===== src/rtl/acnd_pkg.sv =====
package acnd_pkg;
   typedef enum logic [1:0] {
      ALN_LOW    = 2'd0,
      ALN_CENTRE = 2'd1,
      ALN_HIGH   = 2'd2,
      ALN_RSVD   = 2'd3
   } align_e;

   typedef enum logic [1:0] {
      RT_PASS  = 2'd0,
      RT_CROSS = 2'd1,
      RT_DUP_L = 2'd2,
      RT_DUP_R = 2'd3
   } route_e;

   typedef enum logic [1:0] {
      UR_ZERO   = 2'd0,
      UR_MUTE   = 2'd1,
      UR_REPLAY = 2'd2,
      UR_RSVD   = 2'd3
   } starve_e;
endpackage


===== src/rtl/acnd_align.sv =====
module acnd_align #(
   parameter int SAMPLE_W = 24,
   parameter int NARROW_W = 16
) (
   input  logic [SAMPLE_W-1:0] din,
   input  logic                narrow,
   input  logic [1:0]          align,
   output logic [SAMPLE_W-1:0] dout
);
   import acnd_pkg::*;
   localparam int PAD_W  = SAMPLE_W - NARROW_W;
   localparam int HALF_W = PAD_W / 2;

   logic [NARROW_W-1:0] s;
   logic [SAMPLE_W-1:0] placed;

   assign s = din[NARROW_W-1:0];

   always_comb begin
      case (align_e'(align))
         ALN_CENTRE: placed = {{HALF_W{1'b0}}, s, {HALF_W{1'b0}}};
         ALN_HIGH:   placed = {s, {PAD_W{1'b0}}};
         default:    placed = {{PAD_W{1'b0}}, s};
      endcase
   end

   assign dout = narrow ? placed : din;
endmodule


===== src/rtl/acnd_route.sv =====
module acnd_route #(
   parameter int SAMPLE_W = 24
) (
   input  logic [SAMPLE_W-1:0] a_left,
   input  logic [SAMPLE_W-1:0] a_right,
   input  logic [1:0]          route,
   input  logic                mute_l,
   input  logic                mute_r,
   input  logic [SAMPLE_W-1:0] mute_word,
   output logic [SAMPLE_W-1:0] o_left,
   output logic [SAMPLE_W-1:0] o_right
);
   import acnd_pkg::*;
   logic [SAMPLE_W-1:0] r_left, r_right;

   always_comb begin
      case (route_e'(route))
         RT_CROSS: begin r_left = a_right; r_right = a_left;  end
         RT_DUP_L: begin r_left = a_left;  r_right = a_left;  end
         RT_DUP_R: begin r_left = a_right; r_right = a_right; end
         default:  begin r_left = a_left;  r_right = a_right; end
      endcase
   end

   assign o_left  = mute_l ? mute_word : r_left;
   assign o_right = mute_r ? mute_word : r_right;
endmodule


===== src/rtl/audio_slot_conditioner.sv =====
module audio_slot_conditioner #(
   parameter int SAMPLE_W = 24,
   parameter int NARROW_W = 16
) (
   input  logic                clk,
   input  logic                rst_n,
   input  logic                frame_stb,
   input  logic                in_valid,
   output logic                in_ready,
   input  logic [SAMPLE_W-1:0] in_left,
   input  logic [SAMPLE_W-1:0] in_right,
   input  logic                cfg_narrow,
   input  logic [1:0]          cfg_align,
   input  logic [1:0]          cfg_route,
   input  logic                cfg_mute_l,
   input  logic                cfg_mute_r,
   input  logic [2:0]          cfg_mute_code,
   input  logic [1:0]          cfg_underrun,
   input  logic                cfg_hold,
   input  logic                cfg_vbit,
   input  logic                cfg_vbit_en,
   output logic [SAMPLE_W-1:0] slot_left,
   output logic [SAMPLE_W-1:0] slot_right,
   output logic                slot_stb,
   output logic                slot_vbit,
   output logic                underrun
);
   import acnd_pkg::*;
   localparam int NCH   = 2;
   localparam int PAD_W = SAMPLE_W - NARROW_W;

   generate
      if (PAD_W <= 0 || (PAD_W % 2) != 0) begin : g_bad_pad
         $error("slot must exceed narrow width by an even, positive count");
      end
      if (SAMPLE_W < 9) begin : g_bad_width
         $error("slot width too small for the mute word table");
      end
   endgenerate

   function automatic logic [SAMPLE_W-1:0] mute_lookup(input logic [2:0] code);
      logic [SAMPLE_W-1:0] one;
      one = {{(SAMPLE_W-1){1'b0}}, 1'b1};
      case (code)
         3'd1:    return one << (SAMPLE_W - 1);
         3'd2:    return one << (SAMPLE_W - 5);
         3'd3:    return one << (SAMPLE_W - 9);
         3'd4:    return one;
         3'd5:    return one << 4;
         3'd6:    return one << 8;
         default: return '0;
      endcase
   endfunction

   logic                          take, starve, fire;
   logic [NCH-1:0][SAMPLE_W-1:0]  raw, placed, last_q, src;
   logic [SAMPLE_W-1:0]           mute_word;
   logic [SAMPLE_W-1:0]           nx_left, nx_right;

   assign in_ready = frame_stb & ~cfg_hold;
   assign fire     = in_ready;
   assign take     = in_ready & in_valid;
   assign starve   = in_ready & ~in_valid;
   assign raw[0]   = in_left;
   assign raw[1]   = in_right;
   assign mute_word = mute_lookup(cfg_mute_code);

   generate
      for (genvar ch = 0; ch < NCH; ch++) begin : g_ch
         acnd_align #(.SAMPLE_W(SAMPLE_W), .NARROW_W(NARROW_W)) u_align (
            .din    (raw[ch]),
            .narrow (cfg_narrow),
            .align  (cfg_align),
            .dout   (placed[ch])
         );

         always_ff @(posedge clk) begin
            if (!rst_n)    last_q[ch] <= '0;
            else if (take) last_q[ch] <= placed[ch];
         end

         always_comb begin
            if (in_valid) src[ch] = placed[ch];
            else begin
               case (starve_e'(cfg_underrun))
                  UR_MUTE:   src[ch] = mute_word;
                  UR_REPLAY: src[ch] = last_q[ch];
                  default:   src[ch] = '0;
               endcase
            end
         end
      end
   endgenerate

   acnd_route #(.SAMPLE_W(SAMPLE_W)) u_route (
      .a_left    (src[0]),
      .a_right   (src[1]),
      .route     (cfg_route),
      .mute_l    (cfg_mute_l),
      .mute_r    (cfg_mute_r),
      .mute_word (mute_word),
      .o_left    (nx_left),
      .o_right   (nx_right)
   );

   always_ff @(posedge clk) begin
      if (!rst_n) begin
         slot_left  <= '0;
         slot_right <= '0;
         slot_vbit  <= 1'b0;
         slot_stb   <= 1'b0;
         underrun   <= 1'b0;
      end else begin
         slot_stb <= fire;
         underrun <= starve;
         if (fire) begin
            slot_left  <= nx_left;
            slot_right <= nx_right;
            slot_vbit  <= cfg_vbit_en & cfg_vbit;
         end
      end
   end
endmodule


===== config.mk =====
export PLATFORM = sky130hd
export DESIGN_NAME = audio_slot_conditioner
export DESIGN_NICKNAME = d
export VERILOG_FILES = /design/src/rtl/acnd_pkg.sv /design/src/rtl/acnd_align.sv /design/src/rtl/acnd_route.sv /design/src/rtl/audio_slot_conditioner.sv
export SDC_FILE = /design/constraint.sdc
export NUM_CORES = 1
export LEC_CHECK = 0
export CAP_MARGIN = 15
export CORE_MARGIN = 2
export CORE_UTILIZATION = 45
export DETAILED_ROUTE_END_ITERATION = 12
export PLACE_DENSITY = 0.72
export SLEW_MARGIN = 20
export SYNTH_ARGS = -nofsm -noshare
export SYNTH_HDL_FRONTEND = slang
export SYNTH_SLANG_ARGS = --single-unit

===== constraint.sdc =====
create_clock -name clk -period 2.5 [get_ports clk]
set_input_delay 0.5 -clock clk [delete_from_list [all_inputs] [get_ports clk]]
set_output_delay 0.5 -clock clk [all_outputs]
set_load 0.05 [all_outputs]

==> After elaboration in Yosys (flattened, before gate mapping) <==
Index checks and enable logic that the tools add are counted.
{ "word_totals": {"ff_bits": 99, "output_inout_bits": 52, "wordCells": 41} }
{ "op_classes": {"eq_ne": 13, "muxes": 13, "n_bitwise": 6, "reduce_logical": 2} }
{ "ops": {"columns": ["op", "n"], "rows": [
  ["24-bit 2-to-1 mux", 8],
  ["24-bit one-hot mux with 2 select lines", 4],
  ["24-bit one-hot mux with 6 select lines", 1],
  ["3-bit equality test (second input constant)", 3],
  ["2-bit equality test (second input constant)", 4],
  ["2-bit by 1-bit equality test with 1-bit output (second input constant)", 3],
  ["3-bit by 2-bit equality test with 1-bit output (second input constant)", 2],
  ["1-bit bitwise AND", 4],
  ["2-bit OR reduction", 2],
  ["3-bit by 1-bit equality test with 1-bit output (second input constant)", 1],
  ["1-bit NOT", 2]
]} }

==> Logic depth before layout (Yosys ltp) <==
Gate-level depths: netlist of the first run.
{ "logic_depth": {"ltp_word": 6, "depth_mapped": 10, "ltp_nobuf": 7} }

==> By module <==
From an unflattened synthesis of the first run, not the netlist that was laid out.
{ "hier_totals": {"hier_cells": 919, "hier_area_um2": 6561.3} }
{ "modules_own_cells": {"columns": ["mod", "instances", "cells_per_inst", "area_per_inst_um2"], "rows": [
  ["audio_slot_conditioner", 1, 617, 4463.0],
  ["acnd_route", 1, 166, 1074.8],
  ["acnd_align", 2, 68, 511.7]
]} }

==> Worst setup path before layout of the first run <==
Ideal clock, no wire load.
{ "synth_timing": {"kind": "input to register", "startpoint": "input cfg_align[0]", "endpoint": "register slot_left[2]", "t_arrival_ns": 1.911, "t_required_ns": 2.383, "path_slack_ns": 0.472, "path_stages": 9, "n_path_buf": 3, "cell_sequence": "inv_1 ha_1 nand2b_1 buf_2 buf_2 buf_2 a31oi_1 nand2_1 a32o_1"} }
{ "synth_via": {"elab_chain_len": 6} }
{ "synth_lines": {"columns": ["element", "line_no", "text"], "rows": [
  ["start: declaration", "audio_slot_conditioner.sv:13", "input logic [1:0] cfg_align,"],
  ["2-bit equality test or 2-bit by 1-bit equality test with 1-bit output (tied branches)", "acnd_align.sv:20", "case (align_e'(align))"],
  ["24-bit one-hot mux with 2 select lines", "acnd_align.sv:20", null],
  ["24-bit 2-to-1 mux", "acnd_align.sv:27", "assign dout = narrow ? placed : din;"],
  ["24-bit 2-to-1 mux", "audio_slot_conditioner.sv:83", "if (in_valid) src[ch] = placed[ch];"],
  ["24-bit 2-to-1 mux (*)", "acnd_route.sv:17", "case (route_e'(route))"],
  ["24-bit 2-to-1 mux (*)", "acnd_route.sv:25", "assign o_left = mute_l ? mute_word : r_left;"],
  ["end signal: assignment", "audio_slot_conditioner.sv:117", "slot_left <= nx_left;"],
  ["end: declaration", "audio_slot_conditioner.sv:22", "output logic [SAMPLE_W-1:0] slot_left,"]
]} }
Every way passes the cells marked *; elsewhere a longest branch is shown, timed or not.
A chain may end at the register's enable or synchronous reset.

==> Final worst setup path of the first run <==
{ "layout_timing": {"startpoint": "input cfg_align[0]", "endpoint": "register slot_left[12]"} }
The elaborated chain is that of the path after synthesis.

==> metrics, run 1 <==
status finished clean; worst path cell trace clkdlybuf4s50_1 -> inv_1 -> ha_1 -> and2b_1 -> buf_4 -> nand2_1 -> buf_4 -> o21ai_1 -> mux2i_1 -> o21ai_0; Post-Syn Area per Cell 7.79 um2; Starting Density 46.6%; Synth Area in XOR/XNOR 0%; maximum fanout along the worst path 8; CTS Buffer Depth 2; Fin. Hold Viols 0; die height 116 um; Synth Area in Simple Gates 21.9%; Gate Count Post-Synth 728; initial antenna violation count 0; DRT Pass-1 Iters 5; RSZ-0062 raised after global routing false; num ports 119; Skew-Pair Late Insertion Delay 360 ps; htree depth 3; Area growth syn-to-layout 34.5%; Most common cell on crit path buf_4; DRT iter0 DRCs 660; postcts setup bufs 0; via/cell ratio 5.96; crit path capture type flip-flop; Worst Path Required 2780 ps; slowest stage cell, crit path clkdlybuf4s50_1; largest net degree at the start of global routing 53; ranking of synthesized cells by area dfxtp_1 35%, nand2_1 9.5%, mux2i_1 5.7%; Tmin final 2380 ps; Setup violations, final 0; Yosys warning total 0; Total Routed Length 19.6 mm; vias in the first global route 5768; mapped cell area 0.00567 mm2; M2 GR Usage 43.8%; die outline width 116 um; placed wire-length estimate 14.6 mm; Arrival @ worst endpoint 2660 ps; Compound-Gate Fraction of Synth Area 29.5%; Hold Crit Class flip-flop to flip-flop; Post-DRT Antenna Nets 0; TritonCTS Buffers 9; busiest layer in global routing met2; Multi-input gate area 0.00334 mm2; Slew Viols, Final 0; mux contribution to synthesized area 5.85%; GRT Util Overall 28.9%; fraction of layout cells with a size suffix above 1 11.7%; Max stage delay on crit path 480 ps; Worst Skew 9.68 ps; vias 6137; leakage dissipation 2.90 nW; Rel. slew slack 64.7%; Async SR Flop Fraction 0%; register bit total from synthesis 99; Placer Congestion 0.992; DR WL/cell 19.0 um; post-synthesis cell type count 49; most frequent cells in the layout 143 x nand2_1, 116 x clkdlybuf4s50_1, 99 x dfxtp_1; non-filler cells, final 1030; Fillers 1075; pwr dens 526 mW/mm2; Rows 40; GR Util met1 39.6%; gr ovfl total 0; IO buf count 118; worst vdd ir 0.290 mV; syn nets 801; global-route wire length before repair 30.2 mm; Yosys top cell area share 35.0%; core area 0.0122 mm2; synthesized-area fraction occupied by adder cells 1.32%; met3 Resource Use GR 6.85%; final net count 930; Diodes inserted 0; placed cells 1014; Clock Sinks 99; Setup TNS 0 ps; Top FF cell, synth dfxtp_1; number of max-cap violations 0; Hold Buf Count CTS 0; register area 0.00198 mm2; clk root buf clkbuf_16; Worst-Margin Slew 527 ps; clock-pin slew on the worst setup and hold paths 80 ps; drt drc 0; die area 0.0135 mm2; sequential area share after synthesis 35.0%; Startpoint Class input port; CTS tree yes; Post-synth EDFFs 0; post-synth top area cell dfxtp_1; Max Freq 0.421 GHz; critical path class input port to flip-flop; largest family of logic cells by synthesized area compound AO/OA/AOI/OAI gates; most common cell after layout, fill and taps aside nand2_1; final period utilization 95.1%
flip-flops by register name (all words and copies together), names as in the netlist:
signal,flops
slot_stb,1
last_q,48
slot_vbit,1
slot_left,24
slot_right,24
underrun,1
worst max-delay path, delay by kind of cell:
kind            cells  cell delay, ps
simple gates        2             370
compound gates      2             420
buf+inv             4             950
fa+ha+maj           1             290
mux                 1             120
timing repair:
item | 4_1_cts | 5_1_grt
endpoints found under the hold margin | 0 | 0
gates resized for setup | 0 | 10
setup endpoints to repair | 0 | 14
worst paths after layout:
| path | start | endpoint | slack, ps | depth (start not counted) |
|---|---|---|---|---|
| hold / removal | slot_right[18]$_SDFFE_PN0P_ | slot_right[18]$_SDFFE_PN0P_ | 450 | 2 |
| setup / recovery | cfg_align[0] | slot_left[12]$_SDFFE_PN0P_ | 120 | 10 |
| setup reg to reg | last_q[32]$_SDFFE_PN0P_ | slot_right[8]$_SDFFE_PN0P_ | 1180 | 4 |
| hold reg to reg | slot_right[18]$_SDFFE_PN0P_ | slot_right[18]$_SDFFE_PN0P_ | 450 | 2 |
cell type report:
cell class | instances | area share [%]
clock buffer | 9 | 2.96
multi-input combinational | 551 | 43.8
inverter | 11 | 0.542
timing repair buffer | 185 | 23.1
tap | 168 | 2.76
clock inverter | 7 | 0.755
sequential | 99 | 26.0
where the power goes:
group	switching, mW	internal [mW]
sequential	0.0317	1.63
clock	0.672	0.690
combinational	0.573	0.410
total	1.28	2.73
through the flow:
| step | power [mW] | worst slack [ps] | hold slack (ps) | area [um2] | util [%] |
|---|---|---|---|---|---|
| finish | 4.01 | 123 | 450 | 7620 | 62.7 |
| floorplan | 2.23 | 472 | 439 | 5670 | - |
| CTS | 4.00 | 40.1 | 453 | 7600 | 62.5 |
| global placement | 2.64 | -304 | 440 | 7320 | 60.2 |
| global route | 4.14 | 1.84 | 472 | 7620 | 62.7 |
| detailed placement | 2.66 | -331 | 443 | 7320 | 60.2 |
cells by family (layout without fill, tap and decap cells):
family	after synthesis	count (layout)
flip-flops	99	99
buffers and inverters	78	212
adder cells (fa/ha/maj)	6	6
AND/OR/NAND/NOR	271	271
multiplexers	33	33
AO/OA/AOI/OAI	241	241
cell usage after synthesis, types with 3 or more instances:
cell type  instances
ha_1               6
a31oi_1           20
o211ai_1          14
a21oi_1           35
mux2i_1           32
or3_1              7
dfxtp_1           99
inv_1             10
a32o_1             8
a22oi_1           21
a2bb2oi_1          3
and2_1             3
nor4_1             9
a211o_1            3
buf_2             31
o221ai_1          12
a221oi_2           4
buf_4              4
nor2b_1           11
and3b_1           12
nand3_1           17
clkbuf_1          26
nor3_1            10
a22o_1            18
nand2b_1           6
o21ai_1           12
o21ai_0           49
nor3b_1            6
nand2_1          143
buf_1              4
a21boi_0          29
nor2_1            41
metal layers:
metal  vias to the layer above  part of all wire (%)
li1                       2887                     -
met4                         0                   2.8
met3                        43                   8.9
met5                         -                     0
met1                      2870                    44
met2                       337                    44
No activity file was read; power rests on OpenSTA's default activity.
==> run 2, diff against run 1 <==
--- a/config.mk
+++ b/config.mk
@@ -10,6 +10,7 @@
 export CORE_UTILIZATION = 45
 export DETAILED_ROUTE_END_ITERATION = 12
 export PLACE_DENSITY = 0.72
+export SKIP_CTS_REPAIR_TIMING = 1
 export SLEW_MARGIN = 20
 export SYNTH_ARGS = -nofsm -noshare
 export SYNTH_HDL_FRONTEND = slang
==> results of run 2 <==
Same layout as run 1: the final DEF is identical, and so are final timing and power.
==> run 3, diff against run 2 <==
--- a/config.mk
+++ b/config.mk
@@ -11,7 +11,7 @@
 export DETAILED_ROUTE_END_ITERATION = 12
 export PLACE_DENSITY = 0.72
 export SKIP_CTS_REPAIR_TIMING = 1
-export SLEW_MARGIN = 20
 export SYNTH_ARGS = -nofsm -noshare
 export SYNTH_HDL_FRONTEND = slang
 export SYNTH_SLANG_ARGS = --single-unit
+export TNS_END_PERCENT = 50
==> results of run 3 <==
Same layout as run 1: the final DEF is identical, and so are final timing and power.
